### src/rtl/cmdbuf_ctrl_regs.sv
module cmdbuf_ctrl_regs #(
  parameter int          ADDR_W   = 16,
  parameter logic [31:0] BASE     = 32'hFED4_0000,
  parameter logic [31:0] WINDOW   = 32'h0000_1000,
  parameter logic [31:0] DATA_OFS = 32'h0000_0080
) (
  input  logic              clk,
  input  logic              rst_n,
  input  logic              wr_en,
  input  logic [ADDR_W-1:0] wr_addr,
  input  logic [31:0]       wr_data,
  input  logic              rd_en,
  input  logic [ADDR_W-1:0] rd_addr,
  output logic [31:0]       rd_data,
  input  logic              established,
  input  logic [31:0]       hdr_len,
  output logic              start_pulse,
  output logic              cancel_pulse,
  output logic [31:0]       cmd_len,
  input  logic              done,
  input  logic              done_err
);
  localparam logic [31:0] BUF_SIZE = WINDOW - DATA_OFS;
  localparam logic [31:0] BUF_ADDR = BASE + DATA_OFS;
  localparam logic [31:0] ID_WORD  = 32'h0002_5811;

  localparam logic [11:0] O_LSTATE = 12'h000;
  localparam logic [11:0] O_LSTS   = 12'h004;
  localparam logic [11:0] O_LCTL   = 12'h008;
  localparam logic [11:0] O_REQ    = 12'h010;
  localparam logic [11:0] O_STS    = 12'h014;
  localparam logic [11:0] O_CANCEL = 12'h018;
  localparam logic [11:0] O_START  = 12'h01C;
  localparam logic [11:0] O_ID     = 12'h020;
  localparam logic [11:0] O_CSIZE  = 12'h028;
  localparam logic [11:0] O_CADDR  = 12'h02C;
  localparam logic [11:0] O_RSIZE  = 12'h030;
  localparam logic [11:0] O_RADDR  = 12'h034;

  logic loc_assigned, granted, idle, fatal, start_bit;

  logic [11:0] wr_off;
  logic [7:0]  wr_page, active_loc;
  logic        start_ok;
  logic [31:0] word, clamped;

  assign wr_off     = wr_addr[11:0];
  assign wr_page    = 8'(wr_addr[ADDR_W-1:12]);
  assign active_loc = loc_assigned ? 8'd0 : 8'hFF;
  assign clamped    = (hdr_len < BUF_SIZE) ? hdr_len : BUF_SIZE;
  assign start_ok   = wr_en && wr_off == O_START && wr_data == 32'd1 &&
                      !start_bit && wr_page == active_loc;

  always_ff @(posedge clk) begin
    if (!rst_n) begin
      loc_assigned <= 1'b0;
      granted      <= 1'b0;
      idle         <= 1'b1;
      fatal        <= 1'b0;
      start_bit    <= 1'b0;
      start_pulse  <= 1'b0;
      cancel_pulse <= 1'b0;
      cmd_len      <= '0;
    end else begin
      start_pulse  <= 1'b0;
      cancel_pulse <= 1'b0;
      if (wr_en && wr_off == O_REQ) begin
        if (wr_data == 32'd1)      idle <= 1'b0;
        else if (wr_data == 32'd2) idle <= 1'b1;
      end
      if (wr_en && wr_off == O_LCTL) begin
        if (wr_data == 32'd1) begin
          loc_assigned <= 1'b1;
          granted      <= 1'b1;
        end else if (wr_data == 32'd2) begin
          loc_assigned <= 1'b0;
          granted      <= 1'b0;
        end
      end
      if (wr_en && wr_off == O_CANCEL && wr_data == 32'd1 && start_bit)
        cancel_pulse <= 1'b1;
      if (start_ok) begin
        start_bit   <= 1'b1;
        start_pulse <= 1'b1;
        cmd_len     <= clamped;
      end else if (done && start_bit) begin
        start_bit <= 1'b0;
        if (done_err) fatal <= 1'b1;
      end
    end
  end

  always_comb begin
    case (rd_addr[11:2])
      O_LSTATE[11:2]: word = {24'd0, 1'b1, 2'b00, 3'b000, loc_assigned, !established};
      O_LSTS[11:2]:   word = {30'd0, 1'b0, granted};
      O_STS[11:2]:    word = {30'd0, idle, fatal};
      O_START[11:2]:  word = {31'd0, start_bit};
      O_ID[11:2]:     word = ID_WORD;
      O_CSIZE[11:2]:  word = BUF_SIZE;
      O_CADDR[11:2]:  word = BUF_ADDR;
      O_RSIZE[11:2]:  word = BUF_SIZE;
      O_RADDR[11:2]:  word = BUF_ADDR;
      default:        word = '0;
    endcase
  end

  always_ff @(posedge clk) begin
    if (!rst_n)     rd_data <= '0;
    else if (rd_en) rd_data <= word >> {rd_addr[1:0], 3'b000};
  end
endmodule

### config.mk
export PLATFORM = sky130hd
export DESIGN_NAME = cmdbuf_ctrl_regs
export DESIGN_NICKNAME = d
export VERILOG_FILES = /design/src/rtl/cmdbuf_ctrl_regs.sv
export SDC_FILE = /design/constraint.sdc
export NUM_CORES = 1
export LEC_CHECK = 0
export ABC_CLOCK_PERIOD_IN_PS = 2810
export BUFFER_PORTS_ARGS = -buffer_cell sky130_fd_sc_hd__buf_2
export CAP_MARGIN = 20
export CORE_ASPECT_RATIO = 0.5
export CORE_UTILIZATION = 44
export DETAILED_ROUTE_END_ITERATION = 7
export GPL_ROUTABILITY_DRIVEN = 0
export PLACE_DENSITY = 0.85
export SYNTH_ARGS = -nofsm -noshare
export SYNTH_HDL_FRONTEND = slang
export SYNTH_SLANG_ARGS = --single-unit
### constraint.sdc
create_clock -name clk -period 2.81 [get_ports clk]
set_clock_uncertainty 0.05 [all_clocks]
set_input_delay 0.562 -clock clk [delete_from_list [all_inputs] [get_ports clk]]
set_output_delay 0.562 -clock clk [all_outputs]
set_load 0.02 [all_outputs]
; ---- Yosys cells after proc, flatten, opt, wreduce, memory -nomap -nowiden
; Cells that the tools add are included.
; Widths: inputs -> output; s select.
[classes]
order_cmp = 1
eq_ne = 15
shifts = 1
mux = 11
bitwise_logic = 1
reduce_logical = 20
[ops]
columns = op, n
row1 = $pmux 32 s7, 1
row2 = $eq 10x4->1 const B, 5
row3 = $eq 12x5->1 const B, 3
row4 = $eq 32x1->1 const B, 1
row5 = $eq 32x2->1 const B, 1
row6 = $lt 32x12->1 const B, 1
row7 = $mux 32, 1
row8 = $shr 32x5->32, 1
row9 = $eq 10x3->1 const B, 2
row10 = $eq 12x4->1 const B, 1
row11 = $eq 10x1->1 const B, 1
row12 = $logic_and 1x1->1, 10
row13 = $logic_not 10->1, 1
row14 = $eq 4x8->1, 1
row15 = $mux 1, 8
row16 = $mux 8, 1
row17 = $reduce_and 2->1, 2
row18 = $reduce_bool 2->1, 2
row19 = $reduce_or 2->1, 2
row20 = $reduce_and 3->1, 1
row21 = $logic_not 1->1, 2
row22 = $not 1->1, 1
[totals]
regBits = 70
input_bits = 103
out_inout_bits = 66
wordCells = 57

; ---- Depth between registers and ports, before layout
[logic_depth]
word_depth = 7
mapped_depth = 6
ltp_nobuf = 4

; ---- Least setup slack after synthesis
; No wires, ideal clock.
[synth_path]
path_kind = in2reg
start = in rd_addr[7]
end = reg rd_data[11]
setup_ns = 0.070
t_arrival_ns = 2.240
required_time_ns = 2.690
setup_slack_ns = 0.450
stages = 5
path_buffers = 1
cell_sequence = or4_1 -> clkbuf_2 -> or4_1 -> or4b_1 -> a21oi_1
[synth_between]
elab_chain_cells = 4
[synth_lines]
columns = item, line
row1 = from (decl), 13  ; input logic [ADDR_W-1:0] rd_addr,
row2 = $eq 10x4->1, 94  ; case (rd_addr[11:2])
row3 = $reduce_or 2->1 (no source line), n/a
row4 = $pmux 32 s7 (*), 94
row5 = $shr 32x5->32 (*), 110  ; else if (rd_en) rd_data <= word >> {rd_addr[1:0], 3'b000};
row6 = to (signal assigned), 110
row7 = to (decl), 14  ; output logic [31:0] rd_data,
; Mark *: on every way between the ends. The rest lies on a longest branch, timed or not.
; A chain may end at the register's enable or synchronous reset.

; ---- Worst setup path after layout
; Ends and elaborated chain as after synthesis.

==> qor.tcl <==
set qor(fp.coreArea_sq_mm) 0.00613
set qor(seq_area_frac_synth_pct) 40.4
set qor(die_x_um) 115
set qor(yosys-top-cells-count) {sky130_fd_sc_hd__dfxtp_1, sky130_fd_sc_hd__nand2_1, sky130_fd_sc_hd__nor3b_1, sky130_fd_sc_hd__nor4_1}
set qor(post_cts_resized) 0
set qor(critical_path_required_ns) 2.99
set qor(slowest_delay_ns) 0.53
set qor(antenna_found_initial) 0
set qor(synth_adder_area_share_pct) 0
set qor(netlist.area_leader.share_pct) 40.4
set qor(first_global_vias) 2510
set qor(ys.flop_type) {sky130_fd_sc_hd__dfxtp_1}
set qor(powerDensity_mw_per_mm2) 570
set qor(crit_path_max_fanout) 2
set qor(ant_nets) 0
set qor(finalInstanceArea_sq_mm) 0.00395
set qor(synthMostInstantiatedCell) {sky130_fd_sc_hd__dfxtp_1}
set qor(critPathSlowestCell) {sky130_fd_sc_hd__or4_1}
set qor(synth_cells) 319
set qor(worst_r2r_endpoint) {cmd_len[1]}
set qor(worst_hold_path.num_cells) 2
set qor(slew_headroom_pct) 59.5
set qor(kind_of_start_point_of_the_critical_path) {input port}
set qor(io_buffers) 162
set qor(synth-edff-count) 0
set qor(grt_max_degree) 38
set qor(critical_path.endpoint_type) {register}
set qor(post_drt_via_cell_ratio) 5.38
set qor(timing_max_transition_violations_final) 0
set qor(drt_iter0_drc) 208
set qor(rsz_0062_raised_after_global_routing) {false}
set qor(placement_rows) 20
set qor(initial_core_utilization_pct) 46.1
set qor(ys_ff_latch) 57
set qor(ys_async_sr_fraction_pct) 0
set qor(ctsHoldBuffers) 0
set qor(synth-compound-area-share_pct) 11.5
set qor(register_area_sq_mm) 0.00114
set qor(postCtsSetupRepairBufs) 0
set qor(detailroute.via_count) 2984
set qor(antenna-diode-count) 0
set qor(post_synth_and_or_nand_nor_area_fraction_pct) 32.3
set qor(setup-violations-final) 0
set qor(synth.area.mux_share_pct) 5.75
set qor(detail_route.wl_per_cell_um) 13.2
set qor(worst-r2r-cell-count) 5
set qor(netlist_area_sq_mm) 0.00283
set qor(clock_path_buffers) 2
set qor(dieHeight_um) 58.7
set qor(yosys.cell_types.count) 49
set qor(final_layout_size_suffix_gt1_share_pct) 41.1
set qor(synth_top_family_by_area) {simple AND/OR/NAND/NOR gates}
set qor(area.growth.synth_to_final_pct) 39.7
set qor(outcome) {finished, final reports clean}
set qor(worstPathCellList) {buf_2 > or4_1 > or4_1 > or4b_1 > a21oi_1}
set qor(floorplan.die_area_sq_mm) 0.00677
set qor(ys_warn_count) 0
set qor(placed_cell_area_sq_mm) 0.00360
set qor(rr_startpoint) {start_bit}
set qor(layout.nets) 565
set qor(root_driver) {sky130_fd_sc_hd__clkbuf_16}
set qor(worst_skew_pair.late_latency_ns) 0.32
set qor(drt-total-wl_um) 7340
set qor(drt_first_pass_iters) 5
set qor(clk_pin_slew_worst_paths_ns) 0.05
set qor(report.final.hold_viol_count) 0
set qor(hold_class) {reg2reg}
set qor(synth_area_leaders) {sky130_fd_sc_hd__dfxtp_1, sky130_fd_sc_hd__nor3b_1, sky130_fd_sc_hd__mux2i_1}
set qor(cap_viol_max_count) 0
set qor(crit_end) {rd_data[11]}
set qor(timing.final.crit_period_ns) 2.13
set qor(worst_ir_drop_vdd_v) 0.000351
set qor(max_freq_mhz) 469
set qor(netlist.top_cell.by_area) {sky130_fd_sc_hd__dfxtp_1}
set qor(leakage_power_uw) 0.00171
set qor(setup.worst_path.class) {in2reg}
set qor(grt_pass1_wl_um) 11300
set qor(dpl.hpwl_um) 5410
set qor(multi_input_comb_area_sq_mm) 0.00146
set qor(clock_sinks) 57
set qor(worstHoldStart) {cmd_len[10]}
set qor(cts_tree) {built}
set qor(clock_tree.htree_level_count) 3
set qor(layout_worst_path_cycle_share_pct) 75.9
set qor(cp_data_arrival_time_ns) 2.32
set qor(number_of_clock_buffers_inserted_by_tritoncts) 9
set qor(post_synth.cell_area_avg_sq_um) 8.86
set qor(max_slew.worst_pin.slew_ns) 0.599
set qor(final_routed_drc_violation_total) 0
set qor(cp-startpoint) {rd_addr[7]}
set qor(top_level_ports) 169
set qor(synth-xor-area-share_pct) 1.55
set qor(timing.setup.tns_ns) 0
set qor(grt.total_usage_pct) 21.4
set qor(cpMostUsedCell) {sky130_fd_sc_hd__or4_1}
set qor(n_fill_cell) 504
set qor(grt_remaining_overflow) 0
set qor(setup.reg_to_reg.worst_slack_ns) 1.16
[sequential cells by signal (all words and copies together) (netlist names)]
| register | count |
|---|---|
| idle | 1 |
| cancel_pulse | 1 |
| granted | 1 |
| start_pulse | 1 |
| start_bit | 1 |
| fatal | 1 |
| cmd_len | 32 |
| rd_data | 19 |
[final cells by class]
type                    instances  share of cell area [%]
clock buffers                   9                    5.71
well taps                      88                    2.79
clock inverters                 7                    3.01
flip-flops and latches         57                    28.9
multi-input cells             221                    37.0
repair buffers                169                    22.2
inverters                       4                   0.380
[cells in the final DEF (no fill, tap or decap), drive strengths merged, types with 2 or more instances in the layout]
cell	netlist	routed
nand2b	12	12
o21ai	11	11
xor2	3	3
conb	1	2
a31oi	7	7
a311oi	2	2
xnor2	2	2
nand3b	3	3
a211oi	2	2
nand4b	5	5
a21oi	13	13
nor4b	4	4
nand4	17	17
bufinv	0	3
nor2b	4	4
nand3	8	8
mux2	2	2
buf	20	169
dfxtp	57	57
nor3b	22	22
o41ai	5	5
and2	3	3
clkbuf	18	9
clkinv	1	3
clkinvlp	0	2
and3	2	2
o31ai	2	2
or4b	4	4
nor3	3	3
inv	3	3
nand2	24	24
or4	3	3
mux2i	14	14
nor2	9	9
nor4	23	23
[worst max-delay path: cells and delay by family]
kind,cells,cell delay [ns]
AOI/OAI and AO/OA,1,0.18
and+or+nand+nor,3,1.49
buffers and inverters,1,0.09
[power by group]
group,internal [uW],switching [uW]
Clock,864,384
Combinational,83.9,101
Sequential,813,2.14
[kinds of logic after synthesis]
family | after synthesis
buf+inv | 42
xor+xnor | 5
compound gates | 50
flops | 57
simple gates | 148
mux | 16
other cells | 1
[how the worst min path moves through the flow]
stage,end,slack (ns)
2_1_floorplan,fatal,0.39
3_3_place_gp,cmd_len[6],0.39
3_5_place_dp,cmd_len[5],0.40
4_1_cts,cmd_len[6],0.41
5_1_grt,cmd_len[12],0.43
6_report,cmd_len[10],0.40
[stage by stage]
stage	utilization, %	setup WS [ns]	power [uW]	cells	hold WS [ns]
global route	64.4	0.565	2310	555	0.426
floorplan	-	0.450	927	320	0.387
detailed placement	58.8	0.379	1020	539	0.398
CTS	64.4	0.700	2260	555	0.406
global placement	58.8	0.402	1010	539	0.392
finish	64.4	0.676	2250	555	0.403
[routing by layer]
| layer | global-route usage (%) | vias to the layer above | routed length, um |
|---|---|---|---|
| li1 | - | 1473 | - |
| met1 | 26.2 | 1369 | 3220 |
| met2 | 37.9 | 126 | 3590 |
| met3 | 4.63 | 16 | 435 |
| met4 | 7.05 | 0 | 91 |
| met5 | 0 | - | 0 |
No activity file was read; power rests on OpenSTA's default activity.
